**src/rtl/stdby_pkg.sv**
```systemverilog
package stdby_pkg;

    typedef enum logic [1:0] {
        MODE_RUN  = 2'b00,
        MODE_HALT = 2'b01,
        MODE_STOP = 2'b10,
        MODE_WAIT = 2'b11
    } pmode_e;

    typedef enum logic [1:0] {
        CSRC_X1   = 2'b00,
        CSRC_RING = 2'b01,
        CSRC_SUB  = 2'b10,
        CSRC_RSV  = 2'b11
    } csrc_e;

endpackage

```
**src/rtl/stdby_wake_det.sv**
```systemverilog
module stdby_wake_det #(
    parameter int NIRQ = 8
) (
    input  logic [NIRQ-1:0] irq_req,
    input  logic [NIRQ-1:0] irq_mask,
    output logic            wake
);

    logic [NIRQ-1:0] live;

    for (genvar i = 0; i < NIRQ; i++) begin : g_src
        assign live[i] = irq_req[i] & ~irq_mask[i];
    end

    assign wake = |live;

endmodule

```
**src/rtl/stdby_stab_timer.sv**
```systemverilog
module stdby_stab_timer #(
    parameter int E0 = 11,
    parameter int E1 = 13,
    parameter int E2 = 14,
    parameter int E3 = 15,
    parameter int E4 = 16
) (
    input  logic       clk,
    input  logic       rst_n,
    input  logic       clr,
    input  logic       run,
    input  logic [2:0] sel,
    output logic       done
);

    localparam int CW = E4 + 1;

    logic [2:0]    sel_q;
    logic [CW-1:0] cnt_q;
    logic [CW-1:0] last;

    always_ff @(posedge clk or negedge rst_n) begin
        if (!rst_n) begin
            sel_q <= '0;
            cnt_q <= '0;
        end else if (clr) begin
            sel_q <= sel;
            cnt_q <= '0;
        end else if (run && !done) begin
            cnt_q <= cnt_q + 1'b1;
        end
    end

    always_comb begin
        unique case (sel_q)
            3'd0:    last = CW'((64'd1 << E0) - 64'd1);
            3'd1:    last = CW'((64'd1 << E1) - 64'd1);
            3'd2:    last = CW'((64'd1 << E2) - 64'd1);
            3'd3:    last = CW'((64'd1 << E3) - 64'd1);
            default: last = CW'((64'd1 << E4) - 64'd1);
        endcase
    end

    assign done = run && (cnt_q == last);

    AST_WAIT_COUNT_CLEARED: assert property (@(posedge clk) disable iff (!rst_n)
        clr |=> (cnt_q == '0));

    AST_COUNT_ADVANCES: assert property (@(posedge clk) disable iff (!rst_n)
        (run && !done && !clr) |=> (cnt_q == $past(cnt_q) + 1'b1));

endmodule

```
**src/rtl/stdby_gate_ctrl.sv**
```systemverilog
module stdby_gate_ctrl #(
    parameter int NTMR = 2
) (
    input  logic            in_stop,
    input  logic [NTMR-1:0] tmr_ext_sel,
    input  logic            sio_ext_sel,
    input  logic            wt_sub_sel,
    input  logic            sub_clk_on,
    output logic [NTMR-1:0] tmr_clk_en,
    output logic            sio_clk_en,
    output logic            wt_clk_en
);

    for (genvar i = 0; i < NTMR; i++) begin : g_tmr
        assign tmr_clk_en[i] = !in_stop || tmr_ext_sel[i];
    end

    assign sio_clk_en = !in_stop || sio_ext_sel;
    assign wt_clk_en  = !in_stop || (wt_sub_sel && sub_clk_on);

endmodule

```
**src/rtl/stdby_seq.sv**
```systemverilog
module stdby_seq
    import stdby_pkg::*;
#(
    parameter int NIRQ = 8,
    parameter int NTMR = 2,
    parameter int E0   = 11,
    parameter int E1   = 13,
    parameter int E2   = 14,
    parameter int E3   = 15,
    parameter int E4   = 16
) (
    input  logic            clk,
    input  logic            rst_n,
    input  logic            stop_req,
    input  logic [1:0]      cpu_src,
    input  logic [NIRQ-1:0] irq_req,
    input  logic [NIRQ-1:0] irq_mask,
    input  logic [2:0]      stab_sel,
    input  logic            ring_may_stop,
    input  logic [NTMR-1:0] tmr_ext_sel,
    input  logic            sio_ext_sel,
    input  logic            wt_sub_sel,
    input  logic            sub_clk_on,
    output logic            x1_en,
    output logic            cpu_clk_en,
    output logic            ring_en,
    output logic [NTMR-1:0] tmr_clk_en,
    output logic            sio_clk_en,
    output logic            wt_clk_en,
    output logic [1:0]      mode
);

    pmode_e st_q, st_d;
    logic   src_x1_q;
    logic   wake;
    logic   stop_ok;
    logic   enter_wait;
    logic   stab_done;

    stdby_wake_det #(.NIRQ(NIRQ)) u_wake (
        .irq_req  (irq_req),
        .irq_mask (irq_mask),
        .wake     (wake)
    );

    stdby_stab_timer #(.E0(E0), .E1(E1), .E2(E2), .E3(E3), .E4(E4)) u_stab (
        .clk   (clk),
        .rst_n (rst_n),
        .clr   (enter_wait),
        .run   (st_q == MODE_WAIT),
        .sel   (stab_sel),
        .done  (stab_done)
    );

    stdby_gate_ctrl #(.NTMR(NTMR)) u_gate (
        .in_stop     (st_q == MODE_STOP),
        .tmr_ext_sel (tmr_ext_sel),
        .sio_ext_sel (sio_ext_sel),
        .wt_sub_sel  (wt_sub_sel),
        .sub_clk_on  (sub_clk_on),
        .tmr_clk_en  (tmr_clk_en),
        .sio_clk_en  (sio_clk_en),
        .wt_clk_en   (wt_clk_en)
    );

    assign stop_ok = stop_req &&
                     (cpu_src == CSRC_X1 || cpu_src == CSRC_RING);

    assign enter_wait = (st_q == MODE_HALT) ||
                        (st_q == MODE_STOP && wake);

    // Next-state selection
    always_comb begin
        st_d = st_q;
        unique case (st_q)
            MODE_RUN:  if (stop_ok) st_d = wake ? MODE_HALT : MODE_STOP;
            MODE_HALT: st_d = MODE_WAIT;
            MODE_STOP: if (wake) st_d = MODE_WAIT;
            MODE_WAIT: if (stab_done) st_d = MODE_RUN;
            default:   st_d = MODE_RUN;
        endcase
    end

    // State register and entry-source latch
    always_ff @(posedge clk or negedge rst_n) begin
        if (!rst_n) begin
            st_q     <= MODE_RUN;
            src_x1_q <= 1'b0;
        end else begin
            st_q <= st_d;
            if (st_q == MODE_RUN && stop_ok) begin
                src_x1_q <= (cpu_src == CSRC_X1);
            end
        end
    end

    // Outputs
    always_comb begin
        x1_en      = 1'b1;
        cpu_clk_en = 1'b0;
        ring_en    = 1'b1;
        unique case (st_q)
            MODE_RUN:  cpu_clk_en = 1'b1;
            MODE_HALT: cpu_clk_en = 1'b0;
            MODE_STOP: begin
                x1_en   = 1'b0;
                ring_en = !(ring_may_stop && src_x1_q);
            end
            MODE_WAIT: cpu_clk_en = 1'b0;
            default:   cpu_clk_en = 1'b1;
        endcase
        mode = st_q;
    end

    AST_STOP_SOURCE_GUARD: assert property (@(posedge clk) disable iff (!rst_n)
        (st_q == MODE_RUN && stop_req && cpu_src[1]) |=> (st_q == MODE_RUN));

    AST_WAKE_LEAVES_STOP: assert property (@(posedge clk) disable iff (!rst_n)
        (st_q == MODE_STOP && wake) |=> (st_q == MODE_WAIT));

    AST_HALT_SINGLE_CYCLE: assert property (@(posedge clk) disable iff (!rst_n)
        (st_q == MODE_HALT) |=> (st_q == MODE_WAIT));

    AST_STOP_PARKS_CLOCKS: assert property (@(posedge clk) disable iff (!rst_n)
        (st_q == MODE_STOP) |-> (!x1_en && !cpu_clk_en));

    AST_RING_FROM_RING_KEPT: assert property (@(posedge clk) disable iff (!rst_n)
        (st_q == MODE_RUN && stop_req && cpu_src == CSRC_RING && !wake)
        |=> ring_en);

    AST_WAIT_IGNORES_REQ: assert property (@(posedge clk) disable iff (!rst_n)
        (st_q == MODE_WAIT && stop_req && !stab_done) |=> (st_q == MODE_WAIT));

endmodule

```
**config.mk**
```make
export PLATFORM = sky130hd
export DESIGN_NAME = stdby_seq
export DESIGN_NICKNAME = d
export VERILOG_FILES = /design/src/rtl/stdby_pkg.sv /design/src/rtl/stdby_wake_det.sv /design/src/rtl/stdby_stab_timer.sv /design/src/rtl/stdby_gate_ctrl.sv /design/src/rtl/stdby_seq.sv
export SDC_FILE = /design/constraint.sdc
export NUM_CORES = 1
export LEC_CHECK = 0
export CORE_MARGIN = 4
export CORE_UTILIZATION = 48
export CTS_CLUSTER_SIZE = 30
export DETAILED_ROUTE_END_ITERATION = 8
export GPL_ROUTABILITY_DRIVEN = 1
export GPL_TIMING_DRIVEN = 1
export PLACE_DENSITY = 0.81
export SLEW_MARGIN = 20
export SYNTH_ARGS = -nofsm -noshare
export SYNTH_HDL_FRONTEND = slang
export SYNTH_SLANG_ARGS = --single-unit
```
**constraint.sdc**
```tcl
create_clock -name clk -period 2.8 [get_ports clk]
set_input_delay 0.7 -clock clk [delete_from_list [all_inputs] [get_ports clk]]
set_output_delay 0.7 -clock clk [all_outputs]
set_load 0.02 [all_outputs]
```
; Word level (Yosys, flattened, before mapping)
; Index checks and enable logic that the tools add are counted.
[totals]
regBits = 23
inputBits = 30
[classes]
add_sub_neg = 1
n_eq_ne = 11
muxes = 11
bitwise_logic = 16
n_reduce_logical = 22
[op_table]
columns = operator, count
row1 = 16-bit case mux with 4 select lines, 1
row2 = 17-bit 2-to-1 mux, 2
row3 = 17-bit by 1-bit adder with 17-bit output (second input constant), 1
row4 = 17-bit by 16-bit equality test with 1-bit output, 1
row5 = 1-bit bitwise AND, 8
row6 = 2-bit 2-to-1 mux, 4
row7 = 1-bit NOT, 8
row8 = 2-bit case mux with 4 select lines, 1
row9 = 8-bit OR reduction, 1
row10 = 1-bit logical AND, 7
row11 = 3-bit by 2-bit equality test with 1-bit output (second input constant), 2
row12 = 1-bit logical OR, 6
row13 = 2-bit != test (second input constant), 3
row14 = 2-bit by 1-bit equality test with 1-bit output (second input constant), 2
row15 = 2-bit equality test (second input constant), 2
row16 = 2-bit zero test, 2
row17 = 3-bit by 1-bit equality test with 1-bit output (second input constant), 1
row18 = 1-bit zero test, 3
row19 = 3-bit zero test, 1
row20 = 1-bit 2-to-1 mux, 3
row21 = 3-bit AND reduction, 1
row22 = 2-bit nonzero test, 1

; Logic depth before layout (Yosys ltp)
; Gate-level depths: netlist of run 1.
[depth]
word_depth = 8
mapped_depth = 7
depth_no_buf = 6

; Cells and area by module
; Synthesis of run 1 repeated with hierarchy kept, for this count alone.
[unflattened]
cells_unflattened = 169
hier_area_um2 = 1566.5
[by_module_without_submodules]
columns = module, instances, cells_each, area_each_um2, seq_area_each_um2
row1 = stdby_stab_timer, 1, 126, 1231.2, 500.5
row2 = stdby_seq, 1, 26, 244.0, 75.1
row3 = stdby_wake_det, 1, 13, 62.6, 0.0
row4 = stdby_gate_ctrl, 1, 4, 28.8, 0.0

; Least setup slack after synthesis of run 1
; OpenSTA, ideal clock, no wires.
[synth_path]
path_kind = in2reg
from = input port irq_mask[6]
to = register u_stab.sel_q[0]
setup_time_ns = 0.125
arrival_ns = 1.940
required_ns = 2.675
setup_slack_ns = 0.735
cell_stages = 6
n_path_buf = 1
cell_sequence = nand2b_1 o2111ai_1 o31ai_1 nand2b_1 clkbuf_1 mux2_2
[synth_via]
elab_chain_cells = 5
[synth_rtl]
columns = item, line_no
row1 = from (decl), stdby_seq.sv:17  ; input logic [NIRQ-1:0] irq_mask,
row2 = 1-bit NOT, stdby_wake_det.sv:12  ; assign live[i] = irq_req[i] & ~irq_mask[i];
row3 = 1-bit bitwise AND, stdby_wake_det.sv:12
row4 = 8-bit OR reduction, stdby_wake_det.sv:15  ; assign wake = |live;
row5 = 1-bit logical AND, stdby_seq.sv:70  ; (st_q == MODE_STOP && wake);
row6 = 1-bit logical OR, stdby_seq.sv:69  ; assign enter_wait = (st_q == MODE_HALT) ||
row7 = to (signal assigned), stdby_stab_timer.sv:27  ; sel_q <= sel;
row8 = to (decl), stdby_stab_timer.sv:18  ; logic [2:0] sel_q;
; No other way between the ends.
; A chain may end at the register's enable or synchronous reset.

; Worst setup path in the final report of run 1
[layout_path]
from = register st_q[0], in the netlist mode[0]
to = output port x1_en
[layout_via]
elab_chain_cells = 2
[layout_rtl]
columns = item, line_no
row1 = from (decl), stdby_seq.sv:33  ; pmode_e st_q, st_d;
row2 = from (signal assigned), stdby_seq.sv:90  ; st_q <= st_d;
row3 = 2-bit equality test, stdby_seq.sv:102  ; unique case (st_q)
row4 = 1-bit 2-to-1 mux, stdby_seq.sv:102
row5 = to (decl), stdby_seq.sv:24  ; output logic x1_en,
; No other way between the ends.

==> results of run 1 <==
-- state kept, by name, summed over array words and instances (netlist names) --
| register | flops |
|---|---|
| u_stab.cnt_q | 17 |
| u_stab.sel_q | 3 |
| mode | 2 |
| src_x1_q | 1 |
-- area by class of cell --
class | count | area, um^2
sequential | 23 | 576
clock buffer | 3 | 22.5
tap | 31 | 38.8
timing repair buffer | 43 | 418
fill | 233 | 901
multi-input combinational | 128 | 848
clock inverter | 1 | 7.51
inverter | 11 | 41.3
-- per-layer routing --
layer  wire, um  part of all wire
met5          0                 0
met4         17            0.0048
met3        139             0.039
met2       1900              0.53
met1       1520              0.42
-- through the flow --
step	total power [W]	setup slack, ns
detailed placement	0.00114	0.194
floorplan	0.000882	0.735
CTS	0.00131	0.203
global route	0.00140	0.0992
global placement	0.00111	0.227
finish	0.00130	0.201
-- layout by cell type (no fill, tap or decap), types with 2 or more instances in the layout --
cell type / instances
clkdlybuf4s50_1: 38
clkbuf_4: 3
nor3_2: 3
o22ai_1: 3
and3_1: 5
inv_1: 11
a21oi_1: 13
o31ai_1: 2
nand3_1: 6
mux2_2: 3
or3b_2: 2
nand2b_1: 7
dfrtp_1: 23
buf_4: 5
or3_1: 15
nand2_1: 11
nand4_1: 5
nor2_1: 7
o21ai_1: 6
nor3_1: 4
mux2i_1: 4
ha_1: 5
nand3b_1: 3
o21ai_0: 8
-- worst max-delay path by stage --
stage                startpoint              end  cells after the start
floorplan           irq_mask[6]  u_stab.sel_q[0]                      6
finish                  mode[0]            x1_en                      4
global placement    irq_mask[2]  u_stab.cnt_q[3]                      7
detailed placement  irq_mask[2]  u_stab.cnt_q[4]                      7
CTS                     mode[0]    tmr_clk_en[1]                      4
global route            mode[0]            x1_en                      4
-- worst min-delay path: cells and delay by family, from the launching register on --
kind / cells / cell delay [ns]
DFF: 1 / 0.38
AOI/OAI and AO/OA: 1 / 0.06
and+or+nand+nor: 1 / 0.05
-- logic make-up (layout without fill, tap and decap cells) --
kind of cell | count (synthesis) | count (layout) | synth area share
compound gates | 41 | 41 | 0.180
flops | 23 | 23 | 0.387
buf+inv | 16 | 58 | 0.0437
simple gates | 75 | 75 | 0.298
mux | 7 | 7 | 0.0496
fa+ha+maj | 5 | 5 | 0.0420
-- report_power, final --
group,switching (W),total (W),internal (W)
Combinational,0.000367,0.000693,0.000326
Sequential,0.0000557,0.000443,0.000387
Clock,0.000107,0.000161,0.0000545
==> flow_summary.yaml, run 1 <==
final_layout:
  area_growth_pct: 31.1
  instances_no_fill: 240
  drive_gt1_frac: 0.0957
  final_area_mm2: 0.00195
  n_antenna_cell: 0
  fin_util: 0.684
  nets: 245
clock_network:
  clk_latency_ns: 0.32
  numCtsBuffers: 3
  cts_hold_buf: 0
  clk_pin_slew_worst_paths_ns: 0.15
  cts_root_buf: "clkbuf_4"
  htree_num_levels: 1
  cts_buffer_depth: 2
  post_cts_buffers: 0
  cts_tree: "built"
  cts_num_sinks: 23
  cts.repair.resized: 0
placed_design:
  numPortBuffers: 38
  placed_cells: 236
  routabilityCongestion: 0.896
  place_area_mm2: 0.00192
  place_hpwl_um: 2890
grt:
  grt_overflow: 0
  grt_use_met2: 0.344
  grt_max_degree: 24
  grt_pass1_wl_um: 6150
  grt-busiest-layer: "met2"
  grt_use_met3: 0.0426
  grt_pass1_vias: 1405
  grt_use_total: 0.185
  use_met1: 0.216
  antenna_found_initial: 0
floorplanning:
  dieArea_mm2: 0.00406
  core_area_mm2: 0.00285
  fp-row-count: 19
  die-height_um: 63.7
  die_w_um: 63.7
  start_util: 0.522
  num_io_pins: 39
timing:
  fin_setup_tns_ns: 0
  holdWs_ns: 0.517
  post-route-min-period_ns: 2.60
  finalHoldViolCount: 0
  fin_worst_skew_ns: 0.0205
  max_slew_margin: 0.490
  slew_viol_final: 0
  period_share: 0.928
  rsz0062_at_grt: "no"
  tightest_slew_ns: 0.765
  setup_viol: 0
  fmax_mhz: 385
yosys:
  yosysMostFrequentCell: "dfrtp_1"
  seq_area_frac_synth: 0.387
  synth_top_area_frac: 0.387
  synth_top_area_cell: "dfrtp_1"
  avgSynthCellArea_um2: 8.92
  yosys-top-cells-area: "dfrtp_1 (39%), or3_1 (6.3%), a21oi_1 (4.4%)"
  synthTopCellsByCount: "dfrtp_1 (23), or3_1 (15), a21oi_1 (13), inv_1 (11), nand2_1 (11)"
  synthFlopType: "dfrtp_1"
  syn_area_mm2: 0.00149
  yosysUniqueCellTypes: 40
  synth_edf_count: 0
  async_flop_share: 1.00
  yosys_warnings: 0
  yosys_register_bits: 23
  syn-num-nets: 202
  syn_inst: 167
detailed_routing:
  routed_wl_um: 3570
  vias: 1394
  drt_iter0_drc: 70
  drt.antenna.violating_nets: 0
  dr.pass1.iters: 4
  wl_per_cell_um: 14.9
  drc: 0
  post_drt_via_cell_ratio: 5.81
outcome:
  status: "finished clean"
setup_path:
  critPathMaxFanout: 7
  rrSetupSlack_ns: 0.41
  path_delay_family: "buffers and inverters"
  path_buf_inv: 3
  path_class: "flip-flop to output pin"
  r2r_cells: 5
  crit_required_ns: 2.10
  crit_chain: "inv_1, ha_1, inv_1, clkdlybuf4s50_1"
  cp_common_cell: "inv_1"
  cp_slowest_cell: "clkdlybuf4s50_1"
  timing.rr.start: "u_stab.cnt_q[15]"
  r2r-end: "u_stab.cnt_q[9]"
  startpoint_type: "flip-flop"
  max_stage_delay_ns: 0.61
  cp.arrival_ns: 1.90
  end_kind: "output pin"
worst_hold_path:
  hold_depth: 2
  worstHoldStart: "src_x1_q"
  min_to: "src_x1_q"
  hold_class: "flip-flop to flip-flop"
power:
  p_leak_nw: 0.789
  irDropWorstVdd_mv: 0.485
  power_density_mw_per_mm2: 664
job:
  drv_cap: 0
Power figures use the tool's default switching activity.
==> inputs of run 2 (changes only) <==
Settings changed: CTS_BUF_LIST set to sky130_fd_sc_hd__clkbuf_16.
==> run 2 against run 1 <==
Utilization is 1.8 points higher. Die area stayed put. Via count is 1.1% higher. Largest cell class unchanged. Total power is 12% higher. Combinational power hardly changed. Fmax is 0.92% higher. Sequential cell count stayed put. Clock skew is 0.013 ns lower. Global-route usage is 0.11 points lower. Wire length is 0.87% higher.
==> flow_summary.yaml, run 2 (same netlist as run 1, synthesis figures left out) <==
clock_network:
  htree_num_levels: 1
  cts.repair.resized: 0
  clk_latency_ns: 0.26
  clk_pin_slew_worst_paths_ns: 0.06
  cts_tree: "built"
  numCtsBuffers: 3
  post_cts_buffers: 0
  cts_num_sinks: 23
  cts_buffer_depth: 2
  cts_root_buf: "clkbuf_16"
  cts_hold_buf: 0
final_layout:
  instances_no_fill: 240
  drive_gt1_frac: 0.0957
  nets: 245
  final_area_mm2: 0.00200
  n_antenna_cell: 0
  fin_util: 0.703
  area_growth_pct: 34.6
  regMostFlops: "u_stab.cnt_q"
  layout_commonest_cell: "clkdlybuf4s50_1"
  largest_register_ffs: 17
  final_cell_mix: "clkdlybuf4s50_1 (38), dfrtp_1 (23), or3_1 (15)"
  fillCellCount: 223
floorplanning:
  die_w_um: 63.7
  core_area_mm2: 0.00285
  start_util: 0.522
  dieArea_mm2: 0.00406
  die-height_um: 63.7
  fp-row-count: 19
  num_io_pins: 39
grt:
  grt_pass1_wl_um: 6160
  grt_pass1_vias: 1406
  grt_use_total: 0.184
  antenna_found_initial: 0
  grt_max_degree: 24
  grt_overflow: 0
timing:
  period_share: 0.920
  finalHoldViolCount: 0
  fmax_mhz: 388
  setup_viol: 0
  slew_viol_final: 0
  fin_worst_skew_ns: 0.00789
  max_slew_margin: 0.507
  fin_setup_tns_ns: 0
  post-route-min-period_ns: 2.57
  rsz0062_at_grt: "no"
  tightest_slew_ns: 0.740
job:
  drv_cap: 0
outcome:
  status: "finished clean"
setup_path:
  path_class: "input port to output pin"
  startpoint_type: "input port"
  critPathMaxFanout: 1
  end_kind: "output pin"
  crit_required_ns: 2.10
  cp.arrival_ns: 1.87
detailed_routing:
  vias: 1410
  post_drt_via_cell_ratio: 5.88
  dr.pass1.iters: 4
  drt_iter0_drc: 69
  drt.antenna.violating_nets: 0
  wl_per_cell_um: 15.0
  routed_wl_um: 3600
  drc: 0
power:
  irDropWorstVdd_mv: 0.528
  power_density_mw_per_mm2: 723
  p_leak_nw: 0.813
placed_design:
  placed_cells: 236
  place_area_mm2: 0.00192
  routabilityCongestion: 0.896
  place_hpwl_um: 2890
  numPortBuffers: 38
worst_hold_path:
  hold_class: "flip-flop to flip-flop"
run 2: layer usage:
metal  track usage  part of all wire
met1         0.221              0.42
met2         0.338              0.53
met3        0.0373             0.043
met4        0.0350            0.0047
met5             0                 0
run 2: where the power goes:
part / internal, W / switching [W] / total, W
combinational: 0.000326 / 0.000367 / 0.000693
clock: 0.000193 / 0.000119 / 0.000312
sequential: 0.000388 / 0.0000564 / 0.000445
total: 0.000908 / 0.000542 / 0.00145
run 2: area by class of cell:
class / count / area, um^2 / share of cell area
inverter: 11 / 41.3 / 0.0206
clock inverter: 1 / 7.51 / 0.00375
timing repair buffer: 43 / 418 / 0.208
tap: 31 / 38.8 / 0.0194
multi-input combinational: 128 / 848 / 0.423
clock buffer: 3 / 75.1 / 0.0375
sequential: 23 / 576 / 0.287
run 2: worst paths after layout:
| path | start | to | slack (ns) | depth (start not counted) |
|---|---|---|---|---|
| worst max-delay path | wt_sub_sel | wt_clk_en | 0.23 | 4 |
| worst min-delay path | src_x1_q | src_x1_q | 0.51 | 2 |
| min in group asynchronous | rst_n | u_stab.cnt_q[1] | 0.79 | 2 |
| worst min register to register | src_x1_q | src_x1_q | 0.51 | 2 |
| worst max register to register | u_stab.cnt_q[15] | u_stab.cnt_q[9] | 0.44 | 5 |
| max in group asynchronous | rst_n | u_stab.cnt_q[13] | 1.77 | 2 |
run 2: critical path, stage by stage:
cell	delay (ns)
clkdlybuf4s50_1	0.46
nand2_1	0.05
nand2_1	0.06
clkdlybuf4s50_1	0.61
run 2: per-stage QoR:
| stage | total power (W) | setup WS, ns | hold WS [ns] |
|---|---|---|---|
| finish | 0.00145 | 0.225 | 0.505 |
| global placement | 0.00111 | 0.227 | 0.475 |
| detailed placement | 0.00114 | 0.194 | 0.495 |
| global route | 0.00156 | 0.202 | 0.535 |
| CTS | 0.00146 | 0.216 | 0.510 |
| floorplan | 0.000882 | 0.735 | 0.404 |
